[config.mk]
export PLATFORM = sky130hd
export DESIGN_NAME = core_rst_ctrl
export DESIGN_NICKNAME = d
export VERILOG_FILES = /design/src/rtl/crst_pkg.sv /design/src/rtl/crst_reg_store.sv /design/src/rtl/crst_core_cmd.sv /design/src/rtl/core_rst_ctrl.sv
export SDC_FILE = /design/constraint.sdc
export NUM_CORES = 1
export LEC_CHECK = 0
export BUFFER_PORTS_ARGS = -buffer_cell sky130_fd_sc_hd__buf_2
export CAP_MARGIN = 5
export CORE_MARGIN = 8
export CORE_UTILIZATION = 40
export DETAILED_ROUTE_END_ITERATION = 12
export PLACE_DENSITY = 0.82
export REMOVE_ABC_BUFFERS = 1
export SLEW_MARGIN = 20
export SYNTH_ARGS = -nofsm -noshare
export SYNTH_HDL_FRONTEND = slang
export SYNTH_SLANG_ARGS = --single-unit
[constraint.sdc]
create_clock -name clk -period 0.96 [get_ports clk]
set_input_delay 0.144 -clock clk [delete_from_list [all_inputs] [get_ports clk]]
set_output_delay 0.144 -clock clk [all_outputs]
set_load 0.01 [all_outputs]
[src/rtl/crst_pkg.sv]
package crst_pkg;
  localparam int CRST_WORD_W = 32;

  typedef struct packed {
    logic off;
    logic on;
  } core_cmd_t;

  function automatic logic [CRST_WORD_W-1:0] crst_keep(
    input logic [CRST_WORD_W-1:0] val,
    input logic [CRST_WORD_W-1:0] rsvd
  );
    return val & ~rsvd;
  endfunction
endpackage

[src/rtl/crst_reg_store.sv]
module crst_reg_store #(
  parameter int DATA_W = 32,
  parameter logic [DATA_W-1:0] RESET_VAL = 32'h0000_3D0F,
  parameter logic [DATA_W-1:0] RSVD_MASK = 32'h0000_C2F0
) (
  input  logic              clk,
  input  logic              rst_n,
  input  logic              wr_en,
  input  logic [DATA_W-1:0] wdata,
  output logic [DATA_W-1:0] q
);
  localparam logic [DATA_W-1:0] WR_MASK = ~RSVD_MASK;
  localparam logic [DATA_W-1:0] RST_Q = RESET_VAL & WR_MASK;

  always_ff @(posedge clk or negedge rst_n) begin
    if (!rst_n) begin
      q <= RST_Q;
    end else if (wr_en) begin
      q <= wdata & WR_MASK;
    end
  end
endmodule

[src/rtl/crst_core_cmd.sv]
module crst_core_cmd
  import crst_pkg::*;
#(
  parameter int NUM_CORES = 4
) (
  input  logic                 clk,
  input  logic                 rst_n,
  input  logic                 wr_en,
  input  logic [NUM_CORES-1:0] old_bits,
  input  logic [NUM_CORES-1:0] new_bits,
  output logic [NUM_CORES-1:0] off_o,
  output logic [NUM_CORES-1:0] on_o
);
  core_cmd_t cmd [NUM_CORES];

  for (genvar i = 0; i < NUM_CORES; i++) begin : g_core
    logic changed;
    assign changed = wr_en & (old_bits[i] ^ new_bits[i]);

    always_ff @(posedge clk or negedge rst_n) begin
      if (!rst_n) begin
        cmd[i] <= '0;
      end else begin
        cmd[i].off <= changed & new_bits[i];
        cmd[i].on  <= changed & ~new_bits[i];
      end
    end

    assign off_o[i] = cmd[i].off;
    assign on_o[i]  = cmd[i].on;
  end
endmodule

[src/rtl/core_rst_ctrl.sv]
module core_rst_ctrl
  import crst_pkg::*;
#(
  parameter int NUM_CORES = 4,
  parameter int DATA_W = CRST_WORD_W,
  parameter logic [DATA_W-1:0] RESET_VAL = 32'h0000_3D0F,
  parameter logic [DATA_W-1:0] RSVD_MASK = 32'h0000_C2F0
) (
  input  logic                 clk,
  input  logic                 rst_n,
  input  logic                 wr_en,
  input  logic [DATA_W-1:0]    wdata,
  input  logic                 rd_en,
  output logic [DATA_W-1:0]    rdata,
  output logic [DATA_W-1:0]    rst_level,
  output logic [NUM_CORES-1:0] core_off,
  output logic [NUM_CORES-1:0] core_on
);
  logic [DATA_W-1:0] cur_q;

  crst_reg_store #(
    .DATA_W(DATA_W),
    .RESET_VAL(RESET_VAL),
    .RSVD_MASK(RSVD_MASK)
  ) u_store (
    .clk(clk),
    .rst_n(rst_n),
    .wr_en(wr_en),
    .wdata(wdata),
    .q(cur_q)
  );

  crst_core_cmd #(
    .NUM_CORES(NUM_CORES)
  ) u_cmd (
    .clk(clk),
    .rst_n(rst_n),
    .wr_en(wr_en),
    .old_bits(cur_q[NUM_CORES-1:0]),
    .new_bits(wdata[NUM_CORES-1:0]),
    .off_o(core_off),
    .on_o(core_on)
  );

  assign rst_level = cur_q;
  assign rdata = rd_en ? cur_q : '0;
endmodule

==> metrics.yaml, run 1 <==
run_status:
  status: "finished with violations"
  violations: "setup timing"
sta:
  fmax_mhz: 826.5
  hold_violations: 0
  fin_worst_skew_ns: 0.001356
  worst_hold_slack_ns: 0.09216
  tns_ns: -6.230
  slew_violations: 0
  fin_crit_sh_pct: 126.0
  setup_viol_count_final: 46
  rsz0062_at_grt: "yes"
  fin_ws_ns: -0.2499
  fin_crit_ns: 1.210
detailed_routing:
  dr.pass1.iters: 3
  routedWlPerCell_um: 14.66
  drtIter0Drc: 26
  drc: 0
  wirelength_mm: 4.119
  ant_nets: 0
  routed-via-count: 1217
  via_per_inst: 4.331
final_layout:
  fin_util_pct: 64.33
  final_cells: 281
  multiInputGateArea_um2: 650.6
  drive_gt1_share_pct: 70.13
  nNetsFinal: 266
  final_area_um2: 2536
  register_area_um2: 837.1
  antennaDiodeCount: 0
  syn_to_final_growth_pct: 57.87
  fill_cells: 315
logic_synthesis:
  yosysTopAreaCellShare_pct: 37.38
  yosys.area.top_type: "dfrtp_1"
  synth_most_common_cell: "and2_1"
  synth.distinct_cells: 11
  ys_ff_latch: 33
  yosysSeqAreaShare_pct: 52.10
  synth_area_leaders: "dfrtp_1, mux2_4, dfstp_2"
  async_flop_share_pct: 100.0
  synth_edf_count: 0
  synth_common_cells: "and2_1, dfrtp_1, mux2_4"
  ys_warn_count: 0
  ys.flop_type: "dfrtp_1"
  netlist_instances: 112
  syn_area_um2: 1607
  syn_avg_cell_area_um2: 14.34
critical_path:
  cp-end-kind: "primary output"
  r2r_end: "u_store.q[29]"
  worstRegToRegCells: 3
  crit_fanout: 3
  path_class: "reg -> out"
  crit_path_start_kind: "flop"
  cp_data_arrival_time_ns: 1.07
  r2r-start: "u_store.q[29]"
  rrSetupSlack_ns: -0.05
  crit_path_start: "u_store.q[1]"
  required_ns: 0.82
  cp-endpoint: "rdata[1]"
floorplanning:
  initial_core_util_pct: 40.75
  die-area_um2: 6300
  io_pins: 108
  fp.dieW_um: 79.38
  num_rows: 23
  die_h_um: 79.38
  core_um2: 3943
global_route:
  grt.total_usage_pct: 12.99
  antenna_found_initial: 1
  grt-ovfl-total: 0
  grt_max_degree: 34
  grt_pass1_wl_mm: 6.486
  grt_pass1_vias: 1322
placed_design:
  post-place-cells: 245
  dpl-instance-area_um2: 2053
  place_congestion: 0.7135
  dpl.hpwl_mm: 3.010
  io_buffers: 86
  place_ws_ns: 0.001858
clocking:
  cts_num_sinks: 33
  clk_pin_slew_ns: 0.07
  cts_tree: "done"
  cts_buffer_depth: 2
  clk_latency_ns: 0.27
  htree_num_levels: 2
  cts-buffers-inserted: 5
  root_buffer: "clkbuf_8"
worst_hold_path:
  min_path_cells: 2
  hold_path_class: "in -> reg"
power:
  powerDensity_nw_per_um2: 1514
  power_mw: 3.841
  leakage_nw: 1.402
  irDropWorstVdd_mv: 0.8494
flow_run:
  cap_violations: 0
[power by group]
part           switching [mW]  internal, mW  leakage (nW)
Sequential             0.0812          1.54         0.389
Combinational           0.423         0.664         0.959
Clock                   0.481         0.648        0.0542
Total                   0.985          2.86          1.40
[cell type report]
cell class	instances	share of cell area, %
clock buffer	7	3.799
clock inverter	1	0.1973
multi-input combinational	72	25.65
sequential	33	33.00
tap	50	2.467
timing repair buffer	118	34.88
[cells in the final DEF (no fill, tap or decap)]
| cell type | n |
|---|---|
| buf_2 | 68 |
| buf_6 | 31 |
| dfrtp_1 | 24 |
| and2_1 | 22 |
| mux2_4 | 22 |
| conb_1 | 14 |
| buf_4 | 14 |
| dfstp_2 | 9 |
| and3b_1 | 8 |
| clkbuf_8 | 7 |
| buf_12 | 4 |
| and2_4 | 3 |
| mux2_2 | 3 |
| clkinv_2 | 1 |
| dlygate4sd3_1 | 1 |
[registers in the layout, indices dropped and copies added, names as in the netlist]
register and flops:
u_store.q 25, u_cmd.off_o 4, u_cmd.on_o 4
[worst max-delay path: stages, from the launching register on]
cell and delay (ns):
dfstp_2 0.55, and2_4 0.14, buf_6 0.09
[cell families (layout without fill, tap and decap cells)]
| family | Yosys count | after routing | synth area share, % |
|---|---|---|---|
| flip-flops | 33 | 33 | 52.10 |
| other | 1 | 14 | 0.2334 |
| AND/OR/NAND/NOR | 33 | 33 | 14.10 |
| multiplexers | 25 | 25 | 22.66 |
| buffers and inverters | 20 | 126 | 10.90 |
[layer usage]
| layer | wire, um | up-vias | track usage [%] | part of all wire (%) |
|---|---|---|---|---|
| met5 | 8 | - | 0 | 0.19 |
| met4 | 34 | 2 | 3.889 | 0.83 |
| met3 | 399 | 5 | 5.518 | 9.7 |
| met2 | 2078 | 61 | 22.76 | 50 |
| met1 | 1598 | 571 | 13.83 | 39 |
| li1 | - | 578 | - | - |
[timing repair]
item	CTS	global route
buffers inserted	23	6
gates resized for setup	21	16
hold endpoints to repair	24	0
hold buffers	1	0
setup endpoints to repair	49	55
[how the worst min path moves through the flow]
stage | from | to
after floorplan | rst_n | u_cmd.off_o[0]
after global placement | rst_n | u_cmd.on_o[2]
after detailed placement | rst_n | u_store.q[18]
after CTS | wdata[17] | u_store.q[17]
after global routing | wdata[17] | u_store.q[17]
final | wdata[17] | u_store.q[17]
Note: power is estimated with default switching activity, not from simulation.
==> run 2, diff against run 1 <==
--- a/config.mk
+++ b/config.mk
@@ -10,5 +10,5 @@
 export CORE_MARGIN = 8
-export CORE_UTILIZATION = 40
+export CORE_UTILIZATION = 37
 export DETAILED_ROUTE_END_ITERATION = 12
-export PLACE_DENSITY = 0.82
+export PLACE_DENSITY = 0.8
 export REMOVE_ABC_BUFFERS = 1
==> constraint.sdc (replaced) <==
create_clock -name clk -period 1.1 [get_ports clk]
set_input_delay 0.275 -clock clk [delete_from_list [all_inputs] [get_ports clk]]
set_output_delay 0.275 -clock clk [all_outputs]
set_load 0.01 [all_outputs]
==> run 2 against run 1 <==
The flow still finishes with violations (setup timing). Worst hold slack better by 0.13 ns. Clock skew down 0.00090 ns. Combinational power down 13%. Utilization down 5.6 points. Final cell count up 1.4%. Final area down 1.3%. Total power down 17%. Critical endpoint is now rdata[10]. Sequential cell count unchanged.
==> metrics.yaml, run 2 (synthesized netlist as in run 1, its figures left out) <==
run_status:
  status: "finished with violations"
  violations: "setup timing"
final_layout:
  top_register: "u_store.q"
  final_common_cell: "buf_2"
  final_cell_mix: "buf_2, buf_6, and2_1, dfrtp_1, mux2_4"
  final_area_um2: 2502  # -1.3%
  nNetsFinal: 269  # +1.1%
  drive_gt1_share_pct: 68.67  # -1.5 points
  antennaDiodeCount: 0  # unchanged
  syn_to_final_growth_pct: 55.76
  largest_register_ff_count: 25  # unchanged
power:
  irDropWorstVdd_mv: 0.5751  # -32%
  powerDensity_nw_per_um2: 1275  # -16%
  power_mw: 3.190  # -17%
  leakage_nw: 1.391  # -0.82%
detailed_routing:
  drtIter0Drc: 21  # -19%
  dr.pass1.iters: 2  # -1
  via_per_inst: 4.298  # -0.76%
  drc: 0  # unchanged
  routed-via-count: 1225  # +0.66%
  ant_nets: 0  # unchanged
  wirelength_mm: 4.401  # +6.8%
  routedWlPerCell_um: 15.44  # +5.3%
global_route:
  grt_pass1_vias: 1271  # -3.9%
  grt.total_usage_pct: 11.95  # -1.0 points
  grt-ovfl-total: 0  # unchanged
  grt_max_degree: 34  # unchanged
  antenna_found_initial: 1  # unchanged
  grt_pass1_wl_mm: 6.141  # -5.3%
floorplanning:
  initial_core_util_pct: 37.68  # -3.1 points
  num_rows: 24  # +4.3%
  die_h_um: 81.90  # +3.2%
  io_pins: 108  # unchanged
  die-area_um2: 6707  # +6.5%
  core_um2: 4264  # +8.2%
  fp.dieW_um: 81.90  # +3.2%
sta:
  fin_crit_ns: 1.340
  hold_violations: 0  # unchanged
  rsz0062_at_grt: "yes"
  slew_violations: 0  # unchanged
  fin_crit_sh_pct: 121.8
  fmax_mhz: 746.4
  fin_worst_skew_ns: 0.0004562  # -0.0008993 ns
  fin_ws_ns: -0.2397  # +0.01017 ns
  setup_viol_count_final: 42  # -8.7%
critical_path:
  path_class: "reg -> out"
  r2r-start: "u_store.q[20]"
  cp-end-kind: "primary output"
  crit_fanout: 2  # -1
  rrSetupSlack_ns: 0  # +0.05 ns
  cp_data_arrival_time_ns: 1.06  # about the same
  r2r_end: "u_store.q[20]"
  worstRegToRegCells: 4  # +1
  required_ns: 0.82  # about the same
  crit_path_start_kind: "flop"
clocking:
  cts_tree: "done"
  root_buffer: "clkbuf_8"
  clk_latency_ns: 0.27  # about the same
  cts_num_sinks: 33  # unchanged
  htree_num_levels: 2  # unchanged
  cts_buffer_depth: 2  # unchanged
  cts-buffers-inserted: 5  # unchanged
  clk_pin_slew_ns: 0.07  # about the same
placed_design:
  place_congestion: 0.6172  # -13%
  dpl.hpwl_mm: 2.941  # -2.3%
  dpl-instance-area_um2: 2036  # -0.85%
  place_ws_ns: -0.1050  # -0.1068 ns
  io_buffers: 86  # unchanged
worst_hold_path:
  hold_start: "wdata[30]"
  min_path_cells: 2  # unchanged
  min_to: "u_store.q[30]"
  hold_path_class: "in -> reg"
flow_run:
  cap_violations: 0  # unchanged
-- run 2: changes by cell type in the layout (fill, tap and decap cells not counted), sizes merged --
cell | previous run | this run
buf | 117 | 119
-- run 2: timing repair --
item	CTS	global route
hold buffers	1	0
gates resized for setup	14	17
endpoints found under the setup margin	44	49
setup buffers	18	13
endpoints found under the hold margin	24	0
-- run 2: worst max-delay path, cell delays in order, from the launching register on --
cell	delay (ns)
dfstp_2	0.54
and2_1	0.13
buf_2	0.13
-- run 2: worst max path at each step --
stage                     cells past startpoint     startpoint         to  slack [ns]
after global routing                          2  u_store.q[13]  rdata[13]       -0.29
after CTS                                     2   u_store.q[2]   rdata[2]       -0.26
after global placement                        3          rd_en  rdata[19]       -0.09
final                                         2  u_store.q[10]  rdata[10]       -0.24
after detailed placement                      3          rd_en  rdata[10]       -0.10
after floorplan                               1   u_store.q[0]   rdata[0]        0.10
-- run 2: layer usage --
metal / part of all wire, % / GRT usage [%]
met5: 0.25 / 0
met4: 0.98 / 2.632
met3: 8.8 / 5.470
met2: 53 / 20.13
met1: 37 / 13.55
-- run 2: layout make-up --
type | count | area, um^2
tap | 52 | 65.06
fill | 354 | 1762
multi-input combinational | 72 | 643.1
sequential | 33 | 837.1
clock buffer | 6 | 72.57
clock inverter | 1 | 5.005
timing repair buffer | 121 | 879.6
-- run 2: power breakdown --
group	internal (mW)	switching (mW)
clock network	0.429	0.388
logic	0.577	0.373
registers	1.35	0.0751
total	2.35	0.835
-- run 2: per-stage QoR --
step	std cells	hold slack (ns)	utilization [%]	setup TNS (ns)
after floorplan	105	-0.02059	-	0
after global placement	246	0.2430	47.74	-1.867
after detailed placement	246	0.2546	47.74	-2.212
after CTS	272	0.2110	54.90	-5.870
after global routing	285	0.2108	58.69	-8.084
final	285	0.2213	58.69	-6.046
